--- src/rtl/afl_pkg.sv ---
package afl_pkg;
  localparam int BYTE_W    = 8;
  localparam int MAC_BYTES = 6;
  localparam int MAC_W     = BYTE_W * MAC_BYTES;
  localparam int GROUP_BIT = MAC_W - BYTE_W;

  typedef logic [MAC_W-1:0] mac_t;

  function automatic logic is_group(input mac_t a);
    return a[GROUP_BIT];
  endfunction
endpackage

--- src/rtl/afl_slot_loader.sv ---
module afl_slot_loader import afl_pkg::*; #(
  parameter int NUM_SLOTS   = 16,
  parameter int SLOT_BYTES  = 12,
  parameter int PAIR_STRIDE = 4,
  parameter int PAIR_LEN    = 2
) (
  input  logic              clk,
  input  logic              rst,
  input  logic              setup_valid,
  input  logic [BYTE_W-1:0] setup_byte,
  output logic              clr_o,
  output logic              wr_o,
  output mac_t              wr_mac_o,
  output logic              busy_o
);
  localparam int OFF_W     = (SLOT_BYTES > 1) ? $clog2(SLOT_BYTES) : 1;
  localparam int SLOT_W    = (NUM_SLOTS > 1) ? $clog2(NUM_SLOTS) : 1;
  localparam int LAST_PICK = (MAC_BYTES / PAIR_LEN - 1) * PAIR_STRIDE + PAIR_LEN - 1;

  logic [OFF_W-1:0]        off_q;
  logic [SLOT_W-1:0]       slot_q;
  logic                    mid_q;
  logic [MAC_W-BYTE_W-1:0] sr_q;

  int   off_i;
  logic pick;
  logic last_off;
  logic last_slot;
  mac_t mac_full;

  always_comb begin
    off_i     = int'(off_q);
    pick      = ((off_i % PAIR_STRIDE) < PAIR_LEN) && (off_i <= LAST_PICK);
    last_off  = (off_q == OFF_W'(SLOT_BYTES - 1));
    last_slot = (slot_q == SLOT_W'(NUM_SLOTS - 1));
    mac_full  = {sr_q, setup_byte};
  end

  always_ff @(posedge clk) begin
    if (rst) begin
      off_q  <= '0;
      slot_q <= '0;
      mid_q  <= 1'b0;
      sr_q   <= '0;
    end else if (setup_valid) begin
      if (pick) sr_q <= mac_full[MAC_W-BYTE_W-1:0];
      if (last_off) begin
        off_q  <= '0;
        slot_q <= last_slot ? '0 : slot_q + 1'b1;
      end else begin
        off_q <= off_q + 1'b1;
      end
      mid_q <= !(last_off && last_slot);
    end
  end

  assign clr_o    = setup_valid && !mid_q;
  assign wr_o     = setup_valid && (off_i == LAST_PICK) && !is_group(mac_full);
  assign wr_mac_o = mac_full;
  assign busy_o   = setup_valid || mid_q;
endmodule

--- src/rtl/afl_addr_table.sv ---
module afl_addr_table import afl_pkg::*; #(
  parameter int DEPTH = 16
) (
  input  logic clk,
  input  logic rst,
  input  logic clr,
  input  logic wr,
  input  mac_t wr_mac,
  input  mac_t lookup_mac,
  output logic hit
);
  localparam int CNT_W = $clog2(DEPTH + 1);
  localparam int IDX_W = (DEPTH > 1) ? $clog2(DEPTH) : 1;

  mac_t             entry_q [DEPTH];
  logic [CNT_W-1:0] cnt_q;
  logic [DEPTH-1:0] hit_vec;
  logic             room;

  assign room = (cnt_q < CNT_W'(DEPTH));

  always_ff @(posedge clk) begin
    if (rst)             cnt_q <= '0;
    else if (clr)        cnt_q <= '0;
    else if (wr && room) cnt_q <= cnt_q + 1'b1;
  end

  always_ff @(posedge clk) begin
    if (wr && room) entry_q[cnt_q[IDX_W-1:0]] <= wr_mac;
  end

  for (genvar i = 0; i < DEPTH; i++) begin : g_cmp
    assign hit_vec[i] = (CNT_W'(i) < cnt_q) && (entry_q[i] == lookup_mac);
  end

  assign hit = |hit_vec;
endmodule

--- src/rtl/afl_verdict.sv ---
module afl_verdict (
  input  logic clk,
  input  logic rst,
  input  logic fire,
  input  logic promisc,
  input  logic group,
  input  logic hit,
  output logic vld_o,
  output logic acc_o
);
  always_ff @(posedge clk) begin
    if (rst) begin
      vld_o <= 1'b0;
      acc_o <= 1'b0;
    end else begin
      vld_o <= fire;
      if (fire) acc_o <= promisc || group || hit;
    end
  end
endmodule

--- src/rtl/setup_addr_filter.sv ---
module setup_addr_filter #(
  parameter int NUM_SLOTS   = 16,
  parameter int SLOT_BYTES  = 12,
  parameter int PAIR_STRIDE = 4,
  parameter int PAIR_LEN    = 2
) (
  input  logic        clk,
  input  logic        rst,
  input  logic        promisc_en,
  input  logic        setup_valid,
  input  logic [7:0]  setup_byte,
  output logic        lookup_ready,
  input  logic        dst_valid,
  input  logic [47:0] dst_addr,
  output logic        verdict_valid,
  output logic        verdict_accept
);
  localparam int TABLE_DEPTH = NUM_SLOTS;

  logic          tbl_clr;
  logic          tbl_wr;
  afl_pkg::mac_t tbl_mac;
  logic          load_busy;
  logic          tbl_hit;
  logic          fire;

  afl_slot_loader #(
    .NUM_SLOTS(NUM_SLOTS), .SLOT_BYTES(SLOT_BYTES),
    .PAIR_STRIDE(PAIR_STRIDE), .PAIR_LEN(PAIR_LEN)
  ) u_loader (
    .clk(clk), .rst(rst), .setup_valid(setup_valid), .setup_byte(setup_byte),
    .clr_o(tbl_clr), .wr_o(tbl_wr), .wr_mac_o(tbl_mac), .busy_o(load_busy)
  );

  afl_addr_table #(.DEPTH(TABLE_DEPTH)) u_table (
    .clk(clk), .rst(rst), .clr(tbl_clr), .wr(tbl_wr), .wr_mac(tbl_mac),
    .lookup_mac(dst_addr), .hit(tbl_hit)
  );

  assign lookup_ready = !load_busy;
  assign fire         = dst_valid && lookup_ready;

  afl_verdict u_verdict (
    .clk(clk), .rst(rst), .fire(fire), .promisc(promisc_en),
    .group(afl_pkg::is_group(dst_addr)), .hit(tbl_hit),
    .vld_o(verdict_valid), .acc_o(verdict_accept)
  );
endmodule

--- config.mk ---
export PLATFORM = sky130hd
export DESIGN_NAME = setup_addr_filter
export DESIGN_NICKNAME = d
export VERILOG_FILES = /design/src/rtl/afl_pkg.sv /design/src/rtl/afl_slot_loader.sv /design/src/rtl/afl_addr_table.sv /design/src/rtl/afl_verdict.sv /design/src/rtl/setup_addr_filter.sv
export SDC_FILE = /design/constraint.sdc
export NUM_CORES = 1
export LEC_CHECK = 0
export ABC_AREA = 0
export CORE_MARGIN = 4
export CORE_UTILIZATION = 38
export CTS_CLUSTER_DIAMETER = 100
export DETAILED_ROUTE_END_ITERATION = 8
export DONT_BUFFER_PORTS = 1
export SYNTH_ARGS = -nofsm -noshare
export SYNTH_HDL_FRONTEND = slang
export SYNTH_SLANG_ARGS = --single-unit
--- constraint.sdc ---
create_clock -name clk -period 11.75 [get_ports clk]
set_input_delay 1.175 -clock clk [delete_from_list [all_inputs] [get_ports clk]]
set_output_delay 1.175 -clock clk [all_outputs]
set_load 0.02 [all_outputs]
==> results of run 1 <==
worst max-delay path, delay by kind of cell:
family / cells / cell delay, ns
AND/OR/NAND/NOR: 3 / 1.91
AO/OA/AOI/OAI: 2 / 0.50
XOR/XNOR: 1 / 0.18
power groups by stage:
stage	Clock [mW]	Sequential [mW]	Combinational, mW
CTS	2.70	3.21	0.187
global placement	0	3.27	0.184
floorplan	0	3.26	0.185
detailed placement	0	3.28	0.185
global route	2.82	3.21	0.200
finish	2.68	3.21	0.187
metal layers:
metal / vias up / routed length [microns] / part of all wire / GRT usage
met5: - / 0 / 0 / 0
met4: 0 / 6740 / 0.054 / 0.126
met3: 254 / 12400 / 0.10 / 0.0446
met2: 1353 / 58800 / 0.47 / 0.422
met1: 10400 / 46600 / 0.37 / 0.338
li1: 8088 / - / - / -
cells in the mapped netlist, types with 12 or more instances:
library cell  instances
dfxtp_1              56
xor2_1              334
xnor2_1             426
inv_1                24
a21oi_1              45
nand4_1             126
buf_2                95
nand2_1              93
nor3_1               12
nor4_1              104
clkbuf_1             21
nand3_1              13
edfxtp_1            768
nor2_1               40
registers in the layout, indices dropped and copies added (netlist names):
signal and cells:
u_loader.mid_q 1, u_loader.off_q 4, u_loader.slot_q 4, u_loader.sr_q 40
u_table.cnt_q 5, u_table.entry_q 768, u_verdict.acc_o 1, u_verdict.vld_o 1
metrics by stage:
stage	power [mW]	worst slack (ns)	util	hold WS (ns)	cell area, sq um
final	6.08	8.49	0.431	0.449	38400
after global routing	6.23	8.58	0.431	0.470	38400
after CTS	6.10	8.57	0.431	0.450	38400
after detailed placement	3.46	7.89	0.401	0.442	35700
after global placement	3.46	7.79	0.401	0.438	35700
after floorplan	3.45	7.06	-	0.479	34300
cell type report:
cell class,instances,area [sq um]
antenna,2,5.00
timing repair buffer,45,338
tap,1165,1460
sequential,824,24200
multi-input combinational,1255,9600
clock buffer,122,2470
inverter,24,90.1
fill,7839,50600
clock inverter,40,279
layout by cell type (no fill, tap or decap), types with 3 or more instances in the layout:
master / instances
nor2_1: 24
nand4_1: 126
o2bb2ai_1: 3
bufinv_16: 3
clkbuf_8: 3
a21oi_1: 45
o21ai_0: 5
a22o_1: 3
nand2_1: 93
nor3_1: 12
dfxtp_1: 52
edfxtp_1: 768
nor4_1: 104
buf_4: 45
inv_1: 24
o22ai_1: 7
dfxtp_2: 4
nand3_1: 12
clkbuf_1: 26
clkbuf_16: 93
mux2i_1: 3
xor2_1: 334
ha_1: 8
clkinv_2: 22
nor2_4: 16
clkinv_1: 10
xnor2_1: 426
kinds of logic (layout without fill, tap and decap cells):
family | count (synthesis) | after routing | synth area share
DFF | 824 | 824 | 0.705
xor gates and xnor gates | 760 | 760 | 0.194
and+or+nand+nor | 400 | 400 | 0.0626
buffers and inverters | 143 | 231 | 0.0194
AOI/OAI and AO/OA | 84 | 84 | 0.0155
adders and majority gates | 8 | 8 | 0.00292
muxes | 3 | 3 | 0.000875
other | 0 | 2 | 0
final timing paths:
kind	start	endpoint	slack (ns)	cells after the start
worst max-delay path	dst_addr[47]	u_verdict.acc_o	8.49	6
worst min-delay path	u_loader.sr_q[14]	u_loader.sr_q[14]	0.45	2
worst max register to register	u_table.entry_q[11][47]	u_verdict.acc_o	8.68	6
worst min register to register	u_loader.sr_q[14]	u_loader.sr_q[14]	0.45	2
==> reports/summary.txt, run 1 <==
mapped cell area = 0.0343 sq mm
Cell Int Power = 4.81 mW
Gate power share = 0.031
Max transition margin = -0.00865
slowest stage delay, CP = 1.00 ns
final setup fails = 0
vias in the first global route = 19400
Hold Fails Final Rpt = 0
Async S/R FF share, synth = 0
NumNets Final = 2308
Worst Skew = 0.0182 ns
drt first-iter violations = 3205
total global routing overflow = 0
detailed placement HPWL = 72400 microns
Reg clk slew, reported paths = 0.06 ns
outcome = complete, but fails checks
Leak Pwr = 11.5 nW
max-slew violation count = 19
Critical Path RT = 12.29 ns
die footprint = 0.0952 sq mm
peak supply drop = 0.113 mV
Max Buffers Root-to-Sink = 3
Post-synth EDFFs = 768
Total Routing Usage GR = 0.259
Syn-to-layout area delta = 11.9%
first-pass GRT wire length = 167000 microns
syn avg cell area = 15.4 sq um
Synth cell types = 47
Core Rows = 109
Startpoint Class = input pin
final setup TNS = 0 ns
clock sink total = 824
critical path class = in2reg
Post-CTS Setup Inserts = 0
NetSw = 1.27 mW
Via density = 5.79
Switching Fraction = 0.209
post-synth net total = 2291
maximum fanout along the worst path = 16
WP data arrival = 3.80 ns
Post-Route WL = 125000 microns
Final Cycle Share = 0.277
crit path time final = 3.26 ns
largest area contributor in the netlist = edfxtp_1
crit-path cells = xor2_1 > nor4_1 > nand4_1 > nor4_1 > a311oi_1 > a311oi_1
ys flop type = edfxtp_1
Ys Warns = 0
Inst Count DP = 3313
die height = 309 microns
clock share of power = 0.441
Hold Buf Count CTS = 0
worst hold path class = reg2reg
Ports = 64
Antenna Nets Post-Route = 0
synth top area cells = edfxtp_1 67%, xnor2_1 11%, xor2_1 8.5%
total CTS buffers = 89
Routed WL per cell = 35.8 microns
CTS tree = built
largest net degree at the start of global routing = 50
Skew-Pair Late Insertion Delay = 0.64 ns
Yosys reg bits = 824
CTS root buf = clkbuf_16
initial antenna violation count = 10
Initial Utilization = 0.385
I/O Buffers = 0
H-tree depth = 3
Sequential Power Share = 0.528
FMAX = 307 MHz
Max-Cap Viols = 1
share of the yosys chip area belonging to registers = 0.705
failing checks = max-capacitance violations, max-slew violations
Post-Synthesis Cells = 2222
number of remaining DRC errors = 0
crit end category = register
pwr dens = 158 mW/mm^2
global placement routability congestion = 0.926
layout cells sized above 1 = 0.0853
RSZ-0062 raised after global routing = no
Final Non-Filler Cells = 3477
Vias = 20100
Worst Max-Slew Pin Slew = 1.51 ns
Die X = 309 microns
Yosys top cell area share = 0.672
Resized cells post-CTS = 0
DR pass1 iterations = 5
CORE AREA = 0.0891 sq mm
Critical-path top delay cell = nor4_1
(Power assumes the default switching activity.)
==> run 2, diff against run 1 <==
==> constraint.sdc (replaced) <==
create_clock -name clk -period 2.65 [get_ports clk]
set_input_delay 0.265 -clock clk [delete_from_list [all_inputs] [get_ports clk]]
set_output_delay 0.265 -clock clk [all_outputs]
set_load 0.02 [all_outputs]
==> reports/summary.txt, run 2 (synthesis results as in run 1) <==
H-tree depth = 3 (unchanged)
Via density = 5.78 (-0.23%)
Final Cycle Share = 0.951
maximum fanout along the worst path = 13 (-3)
WP data arrival = 3.09 ns (-0.71 ns)
Die X = 309 microns (unchanged)
slowest stage delay, CP = 0.81 ns (-0.19 ns)
Core Rows = 109 (unchanged)
Setup WS pre-CTS = 0.166 ns (-7.72 ns)
RSZ-0062 raised after global routing = no
Startpoint Class = register
CTS tree = built
Routed WL per cell = 35.4 microns (-1.2%)
Critical Path RT = 3.22 ns (-9.07 ns)
overall power = 27.1 mW (+350%)
clock sink total = 824 (unchanged)
critical path class = reg2reg
max-slew violation count = 0 (-19)
Met1 Wirelength = 47200 microns (+1.2%)
detailed placement HPWL = 71900 microns (-0.72%)
Largest register FFs = 768 (unchanged)
total CTS buffers = 88 (-1.1%)
CTS root buf = clkbuf_16
Antenna Nets Post-Route = 0 (unchanged)
Initial Utilization = 0.385 (unchanged)
Syn-to-layout area delta = 15.5%
fin area = 0.0396 sq mm (+3.1%)
FMAX = 397 MHz
Post-Route WL = 126000 microns (+1.2%)
vias in the first global route = 19800 (+2.5%)
final setup fails = 0 (unchanged)
commonest non-fill, non-tap cell in the layout = edfxtp_1
total global routing overflow = 0 (unchanged)
Post-CTS Setup Inserts = 0 (unchanged)
outcome = finished clean
Leak Pwr = 12.1 nW (+5.2%)
Final Util = 0.445 (+0.0136)
NumNets Final = 2394 (+3.7%)
global placement routability congestion = 0.950 (+2.6%)
Hold Fails Final Rpt = 0 (unchanged)
Final Non-Filler Cells = 3564 (+2.5%)
first-pass GRT wire length = 169000 microns (+1.4%)
CORE AREA = 0.0891 sq mm (unchanged)
final setup TNS = 0 ns (unchanged)
worst setup margin = 0.129 ns (-8.36 ns)
DR pass1 iterations = 5 (unchanged)
Vias = 20600 (+2.3%)
Max Buffers Root-to-Sink = 3 (unchanged)
Max transition margin = 0.0265 (+0.0351)
Hold Buf Count CTS = 24 (+24)
Critical-path top delay cell = nor4_1
Worst Skew = 0.0366 ns (+0.0184 ns)
largest net degree at the start of global routing = 49 (-2.0%)
Top Metal Used = met5
Resized cells post-CTS = 0 (unchanged)
number of remaining DRC errors = 0 (unchanged)
die height = 309 microns (unchanged)
die footprint = 0.0952 sq mm (unchanged)
WP buf/inv = 0 (unchanged)
crit end category = register
delay-heaviest family, CP = simple AND/OR/NAND/NOR gates
Met3 Wirelength = 14300 microns (+15%)
most used cell, CP = nor4_1
Ports = 64 (unchanged)
pwr dens = 685 mW/mm^2 (+330%)
Reg clk slew, reported paths = 0.06 ns (about the same)
metal2 WL = 58700 microns (-0.14%)
I/O Buffers = 0 (unchanged)
crit path time final = 2.52 ns
Worst Max-Slew Pin Slew = 1.46 ns (-0.0526 ns)
initial antenna violation count = 10 (unchanged)
Skew-Pair Late Insertion Delay = 0.66 ns (+0.02 ns)
peak supply drop = 0.428 mV (+280%)
drt first-iter violations = 2870 (-10%)
crit-path cells = or3_1 > nand3_1 > nor4_1 > a41o_1 > nor4_1 > a311oi_1
final hold slack = 0.0843 ns (-0.365 ns)
Total Routing Usage GR = 0.263 (+0.00408)
Placed Area = 0.0365 sq mm (+2.4%)
layout cells sized above 1 = 0.113 (+0.0274)
most frequent cells in the layout = 768 x edfxtp_1, 426 x xnor2_1, 334 x xor2_1, 126 x nand4_1, 104 x nor4_1
Max-Cap Viols = 0 (-1)
Inst Count DP = 3376 (+1.9%)
worst hold path class = in2reg
run 2: cell count changes in the layout (fill, tap and decap cells not counted):
cell / delta
clkbuf_16: -3
buf_12: +38
inv_6: -1
clkinv_1: +2
clkbuf_8: +4
buf_4: +33
dlygate4sd3_1: +15
clkbuf_1: +2
inv_16: +1
dfxtp_2: +5
buf_16: +1
clkinv_8: +3
clkinv_2: -8
dfxtp_1: -5
run 2: area by class of cell:
class,instances,area [sq um]
fillers,7739,49400
flip-flops and latches,824,24200
multi-input cells,1255,9600
clock buffers,125,2450
repair buffers,132,1520
well taps,1165,1460
clock inverters,37,307
inverters,24,90.1
diodes,2,5.00
run 2: where the power goes:
group	total, mW	leakage (nW)	switching (mW)	internal [mW]
logic	1.02	3.62	0.562	0.455
registers	14.2	7.10	0.0947	14.1
clock network	11.9	1.35	5.13	6.76
run 2: worst paths after layout:
| kind | startpoint | slack, ns | end | cells past startpoint |
|---|---|---|---|---|
| worst min-delay path | setup_valid | 0.08 | u_loader.sr_q[0] | 4 |
| worst min register to register | u_loader.sr_q[19] | 0.44 | u_table.entry_q[14][27] | 0 |
| worst max-delay path | u_table.cnt_q[2] | 0.13 | u_verdict.acc_o | 6 |
| worst max register to register | u_table.cnt_q[2] | 0.13 | u_verdict.acc_o | 6 |
run 2: worst min-delay path: stages:
cell,delay [ns]
nand3_2,0.06
buf_12,0.20
nand2_1,0.09
a21oi_1,0.06
run 2: per-layer routing:
| metal | vias to the layer above | track usage |
|---|---|---|
| li1 | 8264 | - |
| met1 | 10600 | 0.344 |
| met2 | 1428 | 0.424 |
| met3 | 262 | 0.0619 |
| met4 | 6 | 0.109 |
| met5 | - | 0 |
